### config.mk
export PLATFORM = sky130hd
export DESIGN_NAME = pwr_evt_irq
export DESIGN_NICKNAME = d
export VERILOG_FILES = /design/src/rtl/pwr_evt_pkg.sv /design/src/rtl/pwr_src_mon.sv /design/src/rtl/pwr_flag_bank.sv /design/src/rtl/pwr_evt_irq.sv
export SDC_FILE = /design/constraint.sdc
export NUM_CORES = 1
export LEC_CHECK = 0
export ABC_AREA = 1
export CAP_MARGIN = 20
export CORE_MARGIN = 2
export CORE_UTILIZATION = 37
export DETAILED_ROUTE_END_ITERATION = 8
export GPL_TIMING_DRIVEN = 0
export PLACE_DENSITY = 0.74
export SLEW_MARGIN = 20
export SYNTH_ARGS = -nofsm -noshare
export SYNTH_HDL_FRONTEND = slang
export SYNTH_HIERARCHICAL = 1
export SYNTH_SLANG_ARGS = --single-unit
### constraint.sdc
create_clock -name clk -period 0.8 [get_ports clk]
set_input_delay 0.12 -clock clk [delete_from_list [all_inputs] [get_ports clk]]
set_output_delay 0.12 -clock clk [all_outputs]
set_load 0.05 [all_outputs]
### src/rtl/pwr_evt_pkg.sv
package pwr_evt_pkg;
    localparam int NUM_EVT   = 5;
    localparam int BUS_W     = 8;
    localparam int EVT_SWOV  = 0;
    localparam int EVT_REST  = 1;
    localparam int EVT_DCIN  = 2;
    localparam int EVT_BAT   = 3;
    localparam int EVT_SAG   = 4;

    typedef struct packed {
        logic [NUM_EVT-1:0] en;
        logic               irq;
    } ctrl_state_t;

    typedef struct packed {
        logic armed;
        logic src;
    } src_state_t;
endpackage

### src/rtl/pwr_src_mon.sv
module pwr_src_mon (
    input  logic clk,
    input  logic rst_n,
    input  logic src_i,
    output logic to_bat_o,
    output logic to_main_o
);
    import pwr_evt_pkg::*;

    src_state_t st_d, st_q;

    always_comb begin
        st_d       = st_q;
        st_d.src   = src_i;
        st_d.armed = 1'b1;
        to_bat_o   = st_q.armed &&  st_q.src && !src_i;
        to_main_o  = st_q.armed && !st_q.src &&  src_i;
    end

    always_ff @(posedge clk or negedge rst_n) begin
        if (!rst_n) st_q <= '0;
        else        st_q <= st_d;
    end
endmodule

### src/rtl/pwr_flag_bank.sv
module pwr_flag_bank #(
    parameter int N = 5
) (
    input  logic         clk,
    input  logic         rst_n,
    input  logic [N-1:0] evt_i,
    input  logic         clr_we_i,
    input  logic [N-1:0] keep_i,
    output logic [N-1:0] flag_o
);
    logic [N-1:0] flag_d, flag_q;

    for (genvar g = 0; g < N; g++) begin : g_bit
        always_comb begin
            if (clr_we_i) flag_d[g] = (flag_q[g] & keep_i[g]) | evt_i[g];
            else          flag_d[g] = flag_q[g] | evt_i[g];
        end
    end

    always_ff @(posedge clk or negedge rst_n) begin
        if (!rst_n) flag_q <= '0;
        else        flag_q <= flag_d;
    end

    assign flag_o = flag_q;
endmodule

### src/rtl/pwr_evt_irq.sv
module pwr_evt_irq #(
    parameter int          ADDR_W    = 8,
    parameter logic [7:0]  EN_ADDR   = 8'hEC,
    parameter logic [7:0]  FLAG_ADDR = 8'hF8,
    parameter logic [7:0]  STAT_ADDR = 8'hF4,
    parameter int          SRC_BIT   = 6
) (
    input  logic              clk,
    input  logic              rst_n,
    input  logic              src_main_i,
    input  logic              dcin_evt_i,
    input  logic              bat_evt_i,
    input  logic              sag_evt_i,
    input  logic [ADDR_W-1:0] addr_i,
    input  logic              wr_en_i,
    input  logic [7:0]        wdata_i,
    output logic [7:0]        rdata_o,
    output logic              irq_o
);
    import pwr_evt_pkg::*;

    localparam int PAD_W = BUS_W - NUM_EVT;

    logic                to_bat, to_main;
    logic [NUM_EVT-1:0]  evt_vec;
    logic [NUM_EVT-1:0]  flag_q;
    logic                flag_we;
    ctrl_state_t         cs_d, cs_q;
    logic [NUM_EVT-1:0]  en_q;

    pwr_src_mon u_src (
        .clk       (clk),
        .rst_n     (rst_n),
        .src_i     (src_main_i),
        .to_bat_o  (to_bat),
        .to_main_o (to_main)
    );

    always_comb begin
        evt_vec           = '0;
        evt_vec[EVT_SWOV] = to_bat;
        evt_vec[EVT_REST] = to_main;
        evt_vec[EVT_DCIN] = dcin_evt_i;
        evt_vec[EVT_BAT]  = bat_evt_i;
        evt_vec[EVT_SAG]  = sag_evt_i;
    end

    assign flag_we = wr_en_i && (addr_i == ADDR_W'(FLAG_ADDR));

    pwr_flag_bank #(.N(NUM_EVT)) u_flags (
        .clk      (clk),
        .rst_n    (rst_n),
        .evt_i    (evt_vec),
        .clr_we_i (flag_we),
        .keep_i   (wdata_i[NUM_EVT-1:0]),
        .flag_o   (flag_q)
    );

    always_comb begin
        cs_d     = cs_q;
        cs_d.irq = |(flag_q & cs_q.en);
        if (wr_en_i && (addr_i == ADDR_W'(EN_ADDR)))
            cs_d.en = wdata_i[NUM_EVT-1:0];
    end

    always_ff @(posedge clk or negedge rst_n) begin
        if (!rst_n) cs_q <= '0;
        else        cs_q <= cs_d;
    end

    assign en_q  = cs_q.en;
    assign irq_o = cs_q.irq;

    always_comb begin
        rdata_o = '0;
        if (addr_i == ADDR_W'(EN_ADDR))        rdata_o = {{PAD_W{1'b0}}, cs_q.en};
        else if (addr_i == ADDR_W'(FLAG_ADDR)) rdata_o = {{PAD_W{1'b0}}, flag_q};
        else if (addr_i == ADDR_W'(STAT_ADDR)) rdata_o[SRC_BIT] = src_main_i;
    end
endmodule

Word-level counts from Yosys, hierarchy flattened
Cells that the tools add are included.
Storage, ports and cells
  bits in registers: 13
  bits of input ports: 23
  output and inout port bits: 9
  logic and storage cells: 42
Cells by class
  eq/ne operators: 3
  mux-type cells: 9
  bitwise gates (word level): 16
  reduce and logical (&&, ||, !) cells: 9
Operators with widths (count)
  $eq 8x8->1 const B: 3
  $or 1x1->1: 10
  $mux 1: 7
  $mux 7: 1
  $logic_and 1x1->1: 6
  $and 1x1->1: 5
  $and 5x5->5: 1
  $mux 5: 1
  $reduce_or 5->1: 1
  $logic_not 1->1: 2

Depth between registers and ports, before layout
Gate-level depths: netlist of run 1.
  depth after elaboration: 5
  depth in mapped cells: 8
  mapped depth without buffers: 8

By module
Netlist of run 1, hierarchy kept.
Modules (own cells, without submodules)
  pwr_evt_irq: instances 1, cells each 67, area each 455.4 um^2, sequential area each 150.1 um^2
  pwr_flag_bank: instances 1, cells each 30, area each 219.0 um^2, sequential area each 125.1 um^2
  pwr_src_mon: instances 1, cells each 7, area each 68.8 um^2, sequential area each 50.0 um^2

Worst setup path after synthesis of run 1
OpenSTA, ideal clock, no wires.
  kind: input-to-output
  start: in addr_i[0]
  end: out rdata_o[6]
  arrival: 1.443 ns
  data required time: 0.680 ns
  slack: -0.763 ns
  stages on the path: 5
  path buffers: 0
  path through: inv_1 nand2_1 nor2_4 inv_1 nor3_1
Between the ends
  word-level cells in the longest chain between the ends: 4
  elaborated cells between the ends (all ways): 6
  those cells by class: 3 x eq/ne; 3 x mux
RTL lines
  start, declared: line pwr_evt_irq.sv:14  | input logic [ADDR_W-1:0] addr_i,
  $eq 8x8->1: line pwr_evt_irq.sv:78  | else if (addr_i == ADDR_W'(STAT_ADDR)) rdata_o[SRC_BIT] = src_main_i;
  $mux 1: line pwr_evt_irq.sv:78
  $mux 1: line pwr_evt_irq.sv:77  | else if (addr_i == ADDR_W'(FLAG_ADDR)) rdata_o = {{PAD_W{1'b0}}, flag_q};
  $mux 7 (*): line pwr_evt_irq.sv:76  | if (addr_i == ADDR_W'(EN_ADDR)) rdata_o = {{PAD_W{1'b0}}, cs_q.en};
  end, declared: line pwr_evt_irq.sv:17  | output logic [7:0] rdata_o,
Every way passes the cells marked *; elsewhere a longest branch is shown, timed or not.

Final worst setup path of run 1
  start: reg u_flags.flag_q[2], in the netlist u_flags/flag_o[2]
  end: out rdata_o[2]
Between the ends
  word-level cells in the longest chain between the ends: 2
RTL lines
  start, declared: line pwr_flag_bank.sv:11  | logic [N-1:0] flag_d, flag_q;
  start signal, assigned: line pwr_flag_bank.sv:22  | else flag_q <= flag_d;
  $mux 5: line pwr_evt_irq.sv:77
  $mux 7: line pwr_evt_irq.sv:76
Every way passes these cells.

==> out/qor.yml, run 1 <==
core_area_um2: 1920
start_kind: "flop"
io_pins: 32
rsz0062_at_grt: "true"
ir_drop_mv: 1.51
seq_area_um2: 325
rrSetupSlack_ps: -160
fmax_ghz: 0.830
intPower_mw: 1.04
grt_pass1_vias: 847
fin_tns_setup_ps: -3910
critPathKind: "flop to output port"
yosys_warnings: 6
pwr-share-clk_pct: 26.9
multi_input_area_um2: 470
syn_area_per_cell_um2: 7.15
ys_ff_latch: 13
pre_cts_ws_ps: -1510
power_density_nw_per_um2: 1090
slew_viol_final: 0
rows: 16
whs_ps: 176
netSwitchingPower_mw: 0.436
fillers: 159
grt_usage_pct: 20.7
period_minus_slack_ps: 1210
drtIter0Drc: 26
wl_um: 2390
comb_power_share_pct: 25.5
setup_viol: 13
numPlacedInstances: 158
fin_cells: 175
maxCapViolCount: 0
avgRoutedWirePerCell_um: 13.7
path_max_fanout: 2
postLayoutCoreUtil_pct: 71.0
critical_path_required_ps: 680
die_h_um: 48.8
cts.sinks: 13
seqPwrFrac_pct: 47.6
p_leak_nw: 0.684
dieArea_um2: 2380
antenna_cells: 0
numPortBuffers: 26
cts_tree: "built"
regToRegStartpoint: "u_flags/flag_o[2]"
yosysSeqAreaShare_pct: 43.8
drc_errors: 0
grt_pass1_wl_um: 3710
numCtsBuffers: 3
clk_pin_slew_ps: 80
synth_area_um2: 743
htree_num_levels: 1
ant_nets: 0
cts-root-buf: "clkbuf_4"
crit_end: "rdata_o[2]"
dr.pass1.iters: 4
fin_ws_ps: -405
maxSlewHeadroom_pct: 60.4
grt_max_degree: 14
outcome: "finished, violations left"
max_slew.worst_pin.slew_ps: 592
routed_via_density: 4.91
fin_crit_sh_pct: 151
min-delay-path-class: "input port to flop"
grt_overflow: 0
netlist_instances: 104
dieWidth_um: 48.8
cts_max_path_buffers: 2
syn_to_final_growth_pct: 83.5
p_sw_share_pct: 29.5
vias: 859
gp_congestion: 0.790
endpoint_kind: "output port"
hold_buffers: 0
hpwl_um: 1500
drive_above_1_share_pct: 46.6
clock_skew_ps: 3.77
ys_types: 16
reg2reg_to: "irq_o"
timing_hold_violations_final: 0
setup.worst_path.start: "u_flags/flag_o[2]"
crit_arrival_ps: 1090
insertion_delay_ps: 270
grt_antenna_before_repair: 0
violations: "negative setup slack"
start_util_pct: 38.7
nNetsFinal: 172
reg2regPathDepth: 5
## logic make-up after synthesis
group | share of synthesized area (%)
AND/OR/NAND/NOR | 43.4
buffers and inverters | 11.1
flip-flops | 43.8
other | 1.01
AO/OA/AOI/OAI | 0.673
## cells in the mapped netlist
cell type | count | area (µm²)
nand4_1 | 10 | 62.6
a21oi_1 | 1 | 5.00
nand2_1 | 47 | 176
inv_1 | 16 | 60.1
buf_4 | 3 | 22.5
dfrtp_1 | 13 | 325
nor3_1 | 1 | 5.00
conb_1 | 2 | 7.51
nor2_4 | 2 | 22.5
nand3_2 | 1 | 10.0
nor2_1 | 2 | 7.51
nand3_1 | 2 | 10.0
nand2_2 | 1 | 6.26
and2_4 | 1 | 8.76
nor3b_1 | 1 | 7.51
nor2_2 | 1 | 6.26
## what timing repair did
| action | 4_1_cts | 5_1_grt |
|---|---|---|
| pin swaps | 19 | 8 |
| gates resized for setup | 102 | 8 |
| setup buffers | 16 | 2 |
| setup endpoints to repair | 18 | 18 |
| gates cloned | 1 | 0 |
## layout by cell type, fill, tap and decap left out
cell	instances
nand3_1	1
inv_2	2
nor2_4	3
inv_1	10
nand4_1	10
inv_6	1
nor3_4	1
nand2_1	28
buf_8	6
buf_6	10
nor2_1	2
and2_4	1
conb_1	3
inv_12	1
nand3_2	1
dfrtp_1	13
clkbuf_1	1
clkdlybuf4s15_2	2
inv_8	1
nor3b_4	1
nand2_4	8
inv_4	1
nand2_2	12
dlygate4sd2_1	2
buf_2	4
buf_4	9
a21oi_2	1
clkdlybuf4s50_1	9
clkbuf_4	3
nand3_4	1
## registers in the layout (all words and copies together), names as in the netlist
signal	flops
u_flags/flag_o	5
u_src/st_q	2
en_q	5
irq_o	1
## layout make-up
class,instances,area share (%)
timing repair buffer,39,28.9
multi-input combinational,73,34.5
tap,27,2.48
sequential,13,23.9
inverter,16,6.42
buffer,3,1.93
clock buffer,4,1.93
## how the worst min path moves through the flow
stage / startpoint / to / depth (start not counted)
finish: src_main_i / u_src/st_q[0] / 1
global route: src_main_i / u_src/st_q[0] / 1
CTS: src_main_i / u_src/st_q[0] / 1
detailed placement: u_flags/flag_o[4] / u_flags/flag_o[4] / 2
global placement: u_src/st_q[0] / u_flags/flag_o[1] / 3
floorplan: rst_n / en_q[0] / 0
## power groups by stage
| stage | combinational [mW] | clock (mW) | sequential (mW) |
|---|---|---|---|
| after CTS | 0.367 | 0.411 | 0.704 |
| after floorplan | 0.132 | 0 | 0.748 |
| after detailed placement | 0.341 | 0 | 0.714 |
| after global placement | 0.335 | 0 | 0.713 |
| final | 0.377 | 0.398 | 0.706 |
| after global routing | 0.405 | 0.444 | 0.709 |
## metrics by stage
stage          total power, mW  instance area [µm²]
2_1_floorplan            0.880                  875
3_3_place_gp              1.05                 1170
3_5_place_dp              1.06                 1170
4_1_cts                   1.48                 1350
5_1_grt                   1.56                 1360
6_report                  1.48                 1360
## worst max-delay path, stage by stage (launching register included)
cell	delay (ps)
dfrtp_1	360
nand4_1	180
nand2_4	120
buf_8	140
## metal layers
metal  part of all wire [%]  vias up  track usage [%]  wire [µm]
li1                       -      407                -          -
met5                      0        -                0          0
met4                    1.4        0             6.67         34
met3                    5.3        6             6.75        126
met2                     57       33             38.6       1350
met1                     37      413             21.6        876
Power figures use the tool's default switching activity.
==> inputs of run 2 (changes only) <==
--- a/config.mk
+++ b/config.mk
@@ -9,6 +9,7 @@
 export CAP_MARGIN = 20
 export CORE_MARGIN = 2
 export CORE_UTILIZATION = 37
+export CTS_CLUSTER_SIZE = 25
 export DETAILED_ROUTE_END_ITERATION = 8
 export GPL_TIMING_DRIVEN = 0
 export PLACE_DENSITY = 0.74
==> results of run 2 <==
Same layout as run 1: the final DEF is identical, and so are final timing and power.
